===== config.mk =====
export PLATFORM = sky130hd
export DESIGN_NAME = sdram_refresh_seq
export DESIGN_NICKNAME = d
export VERILOG_FILES = /design/src/rtl/sdram_ref_pkg.sv /design/src/rtl/ref_interval_timer.sv /design/src/rtl/ref_wait_timer.sv /design/src/rtl/ref_seq_ctrl.sv /design/src/rtl/ref_cmd_decode.sv /design/src/rtl/sdram_refresh_seq.sv
export SDC_FILE = /design/constraint.sdc
export NUM_CORES = 1
export LEC_CHECK = 0
export BUFFER_PORTS_ARGS = -buffer_cell sky130_fd_sc_hd__buf_2
export CAP_MARGIN = 25
export CORE_MARGIN = 8
export CORE_UTILIZATION = 36
export DETAILED_ROUTE_END_ITERATION = 10
export GPL_TIMING_DRIVEN = 0
export PLACE_DENSITY = 0.64
export SLEW_MARGIN = 40
export SYNTH_ARGS = -nofsm -noshare
export SYNTH_HDL_FRONTEND = slang
export SYNTH_HIERARCHICAL = 1
export SYNTH_SLANG_ARGS = --single-unit

===== constraint.sdc =====
create_clock -name clk -period 2.3 [get_ports clk]
set_input_delay 0.23 -clock clk [delete_from_list [all_inputs] [get_ports clk]]
set_output_delay 0.23 -clock clk [all_outputs]
set_load 0.02 [all_outputs]

===== src/rtl/sdram_ref_pkg.sv =====
`timescale 1ns/1ps
// Shared types for the refresh sequencer: sequencer states and the
// four-bit command encoding placed on the memory's control pins.
package sdram_ref_pkg;

    typedef enum logic [2:0] {
        ST_RUN   = 3'd0,   // normal operation, counting the interval
        ST_AREF  = 3'd1,   // auto-refresh command cycle
        ST_RECOV = 3'd2,   // refresh recovery wait
        ST_SRE   = 3'd3,   // self-refresh entry cycle
        ST_PARK  = 3'd4,   // held in self-refresh
        ST_EXIT  = 3'd5    // self-refresh exit wait
    } seq_state_t;

    typedef struct packed {
        logic cs_n;
        logic ras_n;
        logic cas_n;
        logic we_n;
    } mem_cmd_t;

    localparam mem_cmd_t CMD_NOP  = '{cs_n: 1'b0, ras_n: 1'b1, cas_n: 1'b1, we_n: 1'b1};
    localparam mem_cmd_t CMD_AREF = '{cs_n: 1'b0, ras_n: 1'b0, cas_n: 1'b0, we_n: 1'b1};

endpackage


===== src/rtl/ref_interval_timer.sv =====
`timescale 1ns/1ps
// Interval timer: counts INTERVAL cycles and then marks one refresh as
// owed. The count runs on while a request waits for a grant, so grant
// latency never stretches the average refresh rate.
// Assumes INTERVAL >= 2 and that ack arrives only while pending is high.
module ref_interval_timer #(
    parameter int INTERVAL = 781
) (
    input  logic clk,
    input  logic rst_n,
    input  logic hold,      // self-refresh phases: freeze and re-arm
    input  logic ack,       // the owed refresh is being issued
    output logic pending
);
    localparam int CW = $clog2(INTERVAL);
    localparam logic [CW-1:0] RELOAD = CW'(INTERVAL - 1);

    logic [CW-1:0] cnt;

    // Count down the interval; set the owed flag on expiry, clear it on issue.
    always_ff @(posedge clk) begin
        if (!rst_n) begin
            cnt     <= RELOAD;
            pending <= 1'b0;
        end else if (hold) begin
            cnt     <= RELOAD;
            pending <= 1'b0;
        end else if (cnt == '0) begin
            cnt     <= RELOAD;
            pending <= 1'b1;
        end else begin
            cnt <= cnt - CW'(1);
            if (ack) begin
                pending <= 1'b0;
            end
        end
    end
endmodule


===== src/rtl/ref_wait_timer.sv =====
`timescale 1ns/1ps
// Wait timer shared by refresh recovery and self-refresh exit.
// A load with sel=0 starts a RECOV_CYC wait and sel=1 starts an EXIT_CYC
// wait. done is high in the last cycle of the wait.
// Assumes both waits are at least one cycle.
module ref_wait_timer #(
    parameter int RECOV_CYC = 7,
    parameter int EXIT_CYC  = 12
) (
    input  logic clk,
    input  logic rst_n,
    input  logic load,
    input  logic sel,
    output logic done
);
    localparam int WMAX = (RECOV_CYC > EXIT_CYC) ? RECOV_CYC : EXIT_CYC;
    localparam int WW   = (WMAX > 1) ? $clog2(WMAX) : 1;
    localparam logic [WW-1:0] RECOV_LD = WW'(RECOV_CYC - 1);
    localparam logic [WW-1:0] EXIT_LD  = WW'(EXIT_CYC - 1);

    logic [WW-1:0] cnt;

    // Load the selected length or count down to zero and stay there.
    always_ff @(posedge clk) begin
        if (!rst_n) begin
            cnt <= '0;
        end else if (load) begin
            cnt <= sel ? EXIT_LD : RECOV_LD;
        end else if (cnt != '0) begin
            cnt <= cnt - WW'(1);
        end
    end

    // The wait ends when the count reaches zero.
    always_comb done = (cnt == '0);
endmodule


===== src/rtl/ref_seq_ctrl.sv =====
`timescale 1ns/1ps
// Sequencer state machine. An owed refresh takes precedence over park
// entry. Both need the command-path grant, and both start only from the
// running state, so recovery is never cut short.
module ref_seq_ctrl
    import sdram_ref_pkg::*;
(
    input  logic       clk,
    input  logic       rst_n,
    input  logic       pending,
    input  logic       cmd_idle,
    input  logic       park_req,
    input  logic       wait_done,
    output seq_state_t state,
    output logic       ack,
    output logic       wait_load,
    output logic       wait_sel
);
    seq_state_t nxt;

    // Next-state and control decode.
    always_comb begin
        nxt       = state;
        ack       = 1'b0;
        wait_load = 1'b0;
        wait_sel  = 1'b0;
        case (state)
            ST_RUN: begin
                if (cmd_idle && pending) begin
                    nxt = ST_AREF;
                    ack = 1'b1;
                end else if (cmd_idle && park_req) begin
                    nxt = ST_SRE;
                end
            end
            ST_AREF: begin
                nxt       = ST_RECOV;
                wait_load = 1'b1;
            end
            ST_RECOV: if (wait_done) nxt = ST_RUN;
            ST_SRE:   nxt = ST_PARK;
            ST_PARK: begin
                wait_load = 1'b1;
                wait_sel  = 1'b1;
                if (!park_req) nxt = ST_EXIT;
            end
            ST_EXIT:  if (wait_done) nxt = ST_RUN;
            default:  nxt = ST_RUN;
        endcase
    end

    // State register.
    always_ff @(posedge clk) begin
        if (!rst_n) state <= ST_RUN;
        else        state <= nxt;
    end
endmodule


===== src/rtl/ref_cmd_decode.sv =====
`timescale 1ns/1ps
// Pin decode. The command bits, clock enable and parked flag all come
// from the state register, so the pins change only on clock edges.
module ref_cmd_decode
    import sdram_ref_pkg::*;
(
    input  seq_state_t state,
    output mem_cmd_t   cmd,
    output logic       cke,
    output logic       parked
);
    // Refresh encoding in both command states; clock enable low only around self-refresh.
    always_comb begin
        cmd    = (state == ST_AREF || state == ST_SRE) ? CMD_AREF : CMD_NOP;
        cke    = !(state == ST_SRE || state == ST_PARK);
        parked = (state == ST_PARK);
    end
endmodule


===== src/rtl/sdram_refresh_seq.sv =====
`timescale 1ns/1ps
// SDRAM refresh and self-refresh sequencer (top).
// The interval is CLK_KHZ*REFRESH_MS/ROWS cycles. Refresh needs a grant
// on cmd_idle. A park request is served by an owed refresh first, then
// by self-refresh entry with cke low, held until the request drops.
// Assumes TRFC_CYC + 8 < REF_INTERVAL and a grant that, once seen, frees
// the next cycle.
module sdram_refresh_seq
    import sdram_ref_pkg::*;
#(
    parameter int CLK_KHZ    = 100000,
    parameter int REFRESH_MS = 64,
    parameter int ROWS       = 8192,
    parameter int TRFC_CYC   = 7,
    parameter int TXSR_CYC   = 12
) (
    input  logic clk,
    input  logic rst_n,
    input  logic park_req,
    input  logic cmd_idle,
    output logic cs_n,
    output logic ras_n,
    output logic cas_n,
    output logic we_n,
    output logic cke,
    output logic ref_req,
    output logic parked
);
    localparam int REF_INTERVAL = CLK_KHZ * REFRESH_MS / ROWS;

    seq_state_t state;
    mem_cmd_t   cmd;
    logic       pending, ack, hold, wait_load, wait_sel, wait_done;

    // Interval counting pauses for every self-refresh phase.
    always_comb hold = (state == ST_SRE) || (state == ST_PARK) || (state == ST_EXIT);

    ref_interval_timer #(.INTERVAL(REF_INTERVAL)) i_interval (
        .clk(clk), .rst_n(rst_n), .hold(hold), .ack(ack), .pending(pending)
    );

    ref_wait_timer #(.RECOV_CYC(TRFC_CYC), .EXIT_CYC(TXSR_CYC)) i_wait (
        .clk(clk), .rst_n(rst_n), .load(wait_load), .sel(wait_sel), .done(wait_done)
    );

    ref_seq_ctrl i_ctrl (
        .clk(clk), .rst_n(rst_n), .pending(pending), .cmd_idle(cmd_idle),
        .park_req(park_req), .wait_done(wait_done), .state(state),
        .ack(ack), .wait_load(wait_load), .wait_sel(wait_sel)
    );

    ref_cmd_decode i_decode (
        .state(state), .cmd(cmd), .cke(cke), .parked(parked)
    );

    // Drive the pins.
    always_comb begin
        cs_n    = cmd.cs_n;
        ras_n   = cmd.ras_n;
        cas_n   = cmd.cas_n;
        we_n    = cmd.we_n;
        ref_req = pending;
    end
endmodule


==> impl_metrics.yaml, run 1 <==
synth:
  async_flop_share_pct: 0
  syn_area_per_cell_sq_um: 8.758
  synthTopCellsByArea: "dfxtp_1 (36%), a21oi_1 (4.5%), nand3_1 (3.5%)"
  synth_xor_area_share_pct: 3.478
  ys_seq_area_share_pct: 35.78
  synth-compound-area-share_pct: 16.02
  yosysWarningCount: 6
  synth_mux_area_share_pct: 2.981
  synth_fa_ha_area_share_pct: 2.484
  synth-seq-cells: 18
  yosysTopAreaCell: "dfxtp_1"
  syn_inst: 115
  yosys.area_share.simple_pct: 30.19
  yosysUniqueCellTypes: 39
  synth_top_area_share_pct: 35.78
  netlist_area_sq_um: 1007
  synth_top_family_by_area: "simple AND/OR/NAND/NOR gates"
  synth.net_count: 121
  synth_edf_count: 0
  synthFlopType: "dfxtp_1"
power:
  p_leak_uw: 0.0004251
  p_per_area_nw_per_um2: 771.9
  peakVddDrop_mv: 0.6000
floorplanning:
  die-width_um: 68.90
  num_rows: 19
  die_h_um: 68.90
  start_util_pct: 37.17
  dieArea_sq_um: 4747
  ios: 11
  core_area_sq_um: 2710
placed_design:
  dp_hpwl_um: 1453
  dp_cells: 154
  io_buffers: 8
  gp_congestion: 0.8163
  place_ws_ps: 603.6
worst_hold_path:
  hold_depth: 3
  min_path_type: "primary input to flip-flop"
clocking:
  tritoncts: "done"
  cts.sinks: 18
  clk_pin_slew_ps: 100
  ctsResizeCount: 0
  cts_root_buf: "clkbuf_4"
  postCtsSetupRepairBufs: 0
  cts_made_buffers: 3
  htreeDepth: 1
  clockBufferDepth: 2
  clock_latency_ps: 290
  cts_hold_buf: 0
finish:
  drive_above_1_share_pct: 18.90
  syn_to_final_growth_pct: 11.43
  antenna_cells: 0
  fin_cells: 158
  utilization_pct: 41.41
  finalNetCount: 134
worst_setup_path:
  worst_path_largest_cell_delay_ps: 490
  required_ps: 2540
  start_kind: "flip-flop"
  critical_path.slowest_cell: "or4_1"
  r2r_cells: 5
  endpoint_kind: "flip-flop"
  cp.arrival_ps: 1960
  crit_chain: "buf_6 > or4_1 > buf_2 > or4_1 > nand3_1"
  path_max_fanout: 8
  timing.critical_path.mode_cell: "or4_1"
  critical_path_class: "flip-flop to flip-flop"
global_routing:
  grt_pass1_wl_um: 3167
  grt_overflow_total: 0
  antenna_found_initial: 0
  grt_pass1_vias: 725
  grt_max_degree: 12
  grt_use_total_pct: 8.618
detailed_routing:
  drt_iter0_markers: 43
  firstDrtPassIters: 4
  avgViaCountPerCell: 5.373
  totalWireLength_um: 1966
  antenna_left: 0
  vias: 849
  drc: 0
  wl_per_cell_um: 12.44
timing:
  setup_ws_ps: 580.6
  setup_tns_ps: 0
  max_freq_mhz: 581.6
  hold_violations: 0
  slew_violations: 0
  min_period_ps: 1719
  rsz0062_at_grt: "false"
  finClkSkew_ps: 3.799
  final-setup-viol-count: 0
  fin_crit_sh_pct: 74.76
job:
  maxCapViolations: 0
status:
  outcome: "complete, no violations"
power breakdown:
part / switching, uW / internal, uW
combinational: 137 / 140
sequential: 42.3 / 353
clock: 97.7 / 96.4
registers in the layout, summed over array words and instances (netlist names):
signal	cells
i_ctrl/state	3
i_interval/cnt	10
i_interval/pending	1
i_wait/cnt	4
critical path: cells and delay by family, from the launching register on:
| kind | cells | cell delay [ps] |
|---|---|---|
| buf+inv | 2 | 310 |
| flops | 1 | 320 |
| simple gates | 3 | 1050 |
cells in the mapped netlist, types with 2 or more instances:
library cell  number
a211oi_1           2
a21oi_1            9
buf_4              3
buf_6              2
conb_1             2
dfxtp_1           18
ha_1               2
inv_1              8
mux2i_1            3
nand2_1            4
nand2b_1           5
nand3_1            7
nand3b_1           2
nor2_1             6
nor2b_1            2
nor3_1             2
nor3b_1            4
nor4_1             2
o21ai_0            3
o21ai_1            2
o31ai_1            4
or3_1              2
or4_1              3
xnor2_1            3
cells by family after synthesis:
group / Yosys count
compound gates: 25
xor+xnor: 4
fa+ha+maj: 2
buf+inv: 15
flops: 18
mux: 3
other cells: 2
simple gates: 46
per-layer routing:
metal | wire length, um | global-route usage, % | share of wire (%)
met1 | 942 | 10.89 | 48
met2 | 907 | 13.23 | 46
met3 | 106 | 3.554 | 5.4
met4 | 10 | 2.256 | 0.51
met5 | 0 | 0 | 0
layout by cell type, fill, tap and decap left out, types with 3 or more instances in the layout:
master and instances:
nor2_1 6, mux2i_1 3, nand3_1 7, or4_1 3, xnor2_1 3, nand2b_1 5
a21oi_1 9, dfxtp_1 18, nor3b_1 4, nand2_1 4, buf_2 9, o21ai_0 3
buf_4 3, inv_1 8, o31ai_1 4, clkbuf_4 3
stage by stage:
stage / power, uW / area [sq um] / hold WS (ps)
global placement: 665.2 / 1086 / 418.3
finish: 866.3 / 1122 / 204.1
global route: 922.2 / 1122 / 215.8
CTS: 878.8 / 1122 / 196.8
detailed placement: 677.4 / 1086 / 431.3
floorplan: 624.3 / 1007 / 347.6
final timing paths:
check / from / endpoint / slack, ps
min: cmd_idle / i_ctrl/state[1] / 200
max reg2reg: i_interval/cnt[3] / i_interval/cnt[8] / 580
min reg2reg: i_interval/cnt[0] / i_interval/cnt[0] / 460
max: i_interval/cnt[3] / i_interval/cnt[8] / 580
cell type report:
class,count,area [sq um]
buffer,7,53.80
fill,286,1588
timing repair buffer,8,40.04
tap,31,38.79
multi-input combinational,82,563.0
inverter,8,30.03
clock buffer,4,36.28
sequential,18,360.3
Note: power is estimated with default switching activity, not from simulation.
==> run 2: changes to the inputs <==
--- a/config.mk
+++ b/config.mk
@@ -5,6 +5,7 @@
 export SDC_FILE = /design/constraint.sdc
 export NUM_CORES = 1
 export LEC_CHECK = 0
+export ABC_AREA = 1
 export BUFFER_PORTS_ARGS = -buffer_cell sky130_fd_sc_hd__buf_2
 export CAP_MARGIN = 25
 export CORE_MARGIN = 8
==> constraint.sdc (replaced) <==
create_clock -name clk -period 1.7 [get_ports clk]
set_input_delay 0.17 -clock clk [delete_from_list [all_inputs] [get_ports clk]]
set_output_delay 0.17 -clock clk [all_outputs]
set_load 0.02 [all_outputs]
==> run 2 against run 1 <==
  * Maximum frequency increased by 19%
  * Register-to-register slack lost 330 ps
  * Flip-flop and latch count is the same
  * Via count is 16% higher
  * Largest cell class unchanged
  * Largest power group is now combinational logic
==> impl_metrics.yaml, run 2 <==
synth:
  syn_area_per_cell_sq_um: 6.731
  synth_common_cells: "nand2_1 (42), inv_1 (22), nor2_1 (19), dfxtp_1 (18), nand3_1 (9)"
  synth_most_common_cell: "nand2_1"
  synthTopCellsByArea: "dfxtp_1 (32%), nand2_1 (14%), inv_1 (7.4%)"
  ys_seq_area_share_pct: 32.25
  synth_edf_count: 0
  yosysUniqueCellTypes: 24
  synth.net_count: 172
  synth-seq-cells: 18
  yosysTopAreaCell: "dfxtp_1"
  async_flop_share_pct: 0
  syn_inst: 166
  synth_top_area_share_pct: 32.25
  synthFlopType: "dfxtp_1"
  yosysWarningCount: 6
  netlist_area_sq_um: 1117
global_routing:
  grt_max_degree: 12
  antenna_found_initial: 0
  grt_overflow_total: 0
  grt_pass1_wl_um: 3401
  grt_use_total_pct: 8.063
  grt_pass1_vias: 884
detailed_routing:
  totalWireLength_um: 1945
  drt_iter0_markers: 72
  antenna_left: 0
  wl_per_cell_um: 9.218
  avgViaCountPerCell: 4.659
  vias: 983
  firstDrtPassIters: 4
  drc: 0
worst_setup_path:
  critical_path.slowest_cell: "dfxtp_1"
  crit_chain: "inv_1 > a21oi_1 > nand2_1 > o21ai_0 > nand2_1 > a21oi_2"
  path_max_fanout: 9
  critical_path_class: "flip-flop to flip-flop"
  required_ps: 1930
  cp_top_family: "compound AO/OA/AOI/OAI gates"
  start_kind: "flip-flop"
  timing.critical_path.mode_cell: "nand2_1"
  endpoint_kind: "flip-flop"
  path_buf_inv: 1
  worst_path_largest_cell_delay_ps: 490
  rrSetupSlack_ps: 250
  cp.arrival_ps: 1680
placed_design:
  dp_cells: 207
  dp_hpwl_um: 1570
  io_buffers: 8
  gp_congestion: 0.7636
  place_ws_ps: 293.9
clocking:
  postCtsSetupRepairBufs: 0
  clockBufferDepth: 2
  cts_hold_buf: 0
  tritoncts: "done"
  cts.sinks: 18
  cts_root_buf: "clkbuf_4"
  cts_made_buffers: 3
  clock_latency_ps: 280
  htreeDepth: 1
  ctsResizeCount: 0
  clk_pin_slew_ps: 100
timing:
  setup_tns_ps: 0
  finClkSkew_ps: 1.556
  slew_violations: 0
  rsz0062_at_grt: "false"
  whs_ps: 168.0
  setup_ws_ps: 251.6
  hold_violations: 0
  fin_crit_sh_pct: 85.20
  min_period_ps: 1448
  final-setup-viol-count: 0
  max_freq_mhz: 690.4
power:
  p_leak_uw: 0.0005896
  p_per_area_nw_per_um2: 1682
  peakVddDrop_mv: 0.7747
finish:
  drive_above_1_share_pct: 26.97
  top_regs: "i_interval/cnt x10, i_wait/cnt x4, i_ctrl/state x3"
  layout_common_cells: "nand2_1 (42), inv_1 (22), nor2_1 (19), dfxtp_1 (18), nand3_1 (9)"
  antenna_cells: 0
  finalNetCount: 185
  syn_to_final_growth_pct: 10.53
  largest_reg_flops: 10
  regMostFlops: "i_interval/cnt"
  final_common_cell: "nand2_1"
  fin_cells: 211
floorplanning:
  num_rows: 20
  dieArea_sq_um: 5142
  start_util_pct: 37.21
  ios: 11
  die_h_um: 71.71
  die-width_um: 71.71
  core_area_sq_um: 3003
worst_hold_path:
  min_path_type: "primary input to flip-flop"
job:
  maxCapViolations: 0
status:
  outcome: "complete, no violations"
==> run 2: per-layer routing <==
| metal | up-vias | routed length (um) | global-route usage [%] |
|---|---|---|---|
| li1 | 534 | - | - |
| met3 | 2 | 87 | 2.232 |
| met4 | 0 | 19 | 4.762 |
| met5 | - | 0 | 0 |
| met2 | 14 | 927 | 14.27 |
| met1 | 433 | 910 | 8.253 |
==> run 2: worst paths after layout <==
kind,cells after the start,startpoint,endpoint
min reg2reg,1,i_interval/cnt[0],i_interval/cnt[0]
max reg2reg,6,i_ctrl/state[2],i_wait/cnt[0]
max,6,i_ctrl/state[2],i_wait/cnt[0]
min,3,rst_n,i_ctrl/state[0]
==> run 2: report_power, final <==
part	leakage, uW	total, uW	internal, uW	switching [uW]
clock	0.0000210	255	130	125
combinational	0.000421	1120	412	712
sequential	0.000148	698	544	154
==> run 2: worst reg2reg max path: cells and delay by family (launching register included) <==
family,cells,cell delay (ps)
flops,1,490
simple gates,2,250
compound gates,3,500
buf+inv,1,160
==> run 2: through the flow <==
step	instance area, sq um	power (uW)	utilization (%)
2_1_floorplan	1117	1621	-
3_3_place_gp	1199	1832	39.92
3_5_place_dp	1199	1839	39.92
4_1_cts	1235	2109	41.13
5_1_grt	1235	2296	41.13
6_report	1235	2077	41.13
==> run 2: cell type report <==
cell class | count | area (sq um)
plain buffers | 3 | 22.52
clock buffers | 4 | 36.28
fillers | 315 | 1768
inverters | 26 | 97.59
multi-input cells | 119 | 636.9
flip-flops and latches | 18 | 360.3
well taps | 33 | 41.29
repair buffers | 8 | 40.04
==> run 2: cell families (layout without fill, tap and decap cells) <==
| group | Yosys count | in the layout | synth area share (%) |
|---|---|---|---|
| xor+xnor | 1 | 1 | 0.7840 |
| flops | 18 | 18 | 32.25 |
| fa+ha+maj | 2 | 2 | 2.239 |
| compound gates | 19 | 19 | 11.87 |
| buf+inv | 29 | 41 | 10.75 |
| simple gates | 95 | 95 | 41.43 |
| other cells | 2 | 2 | 0.6721 |
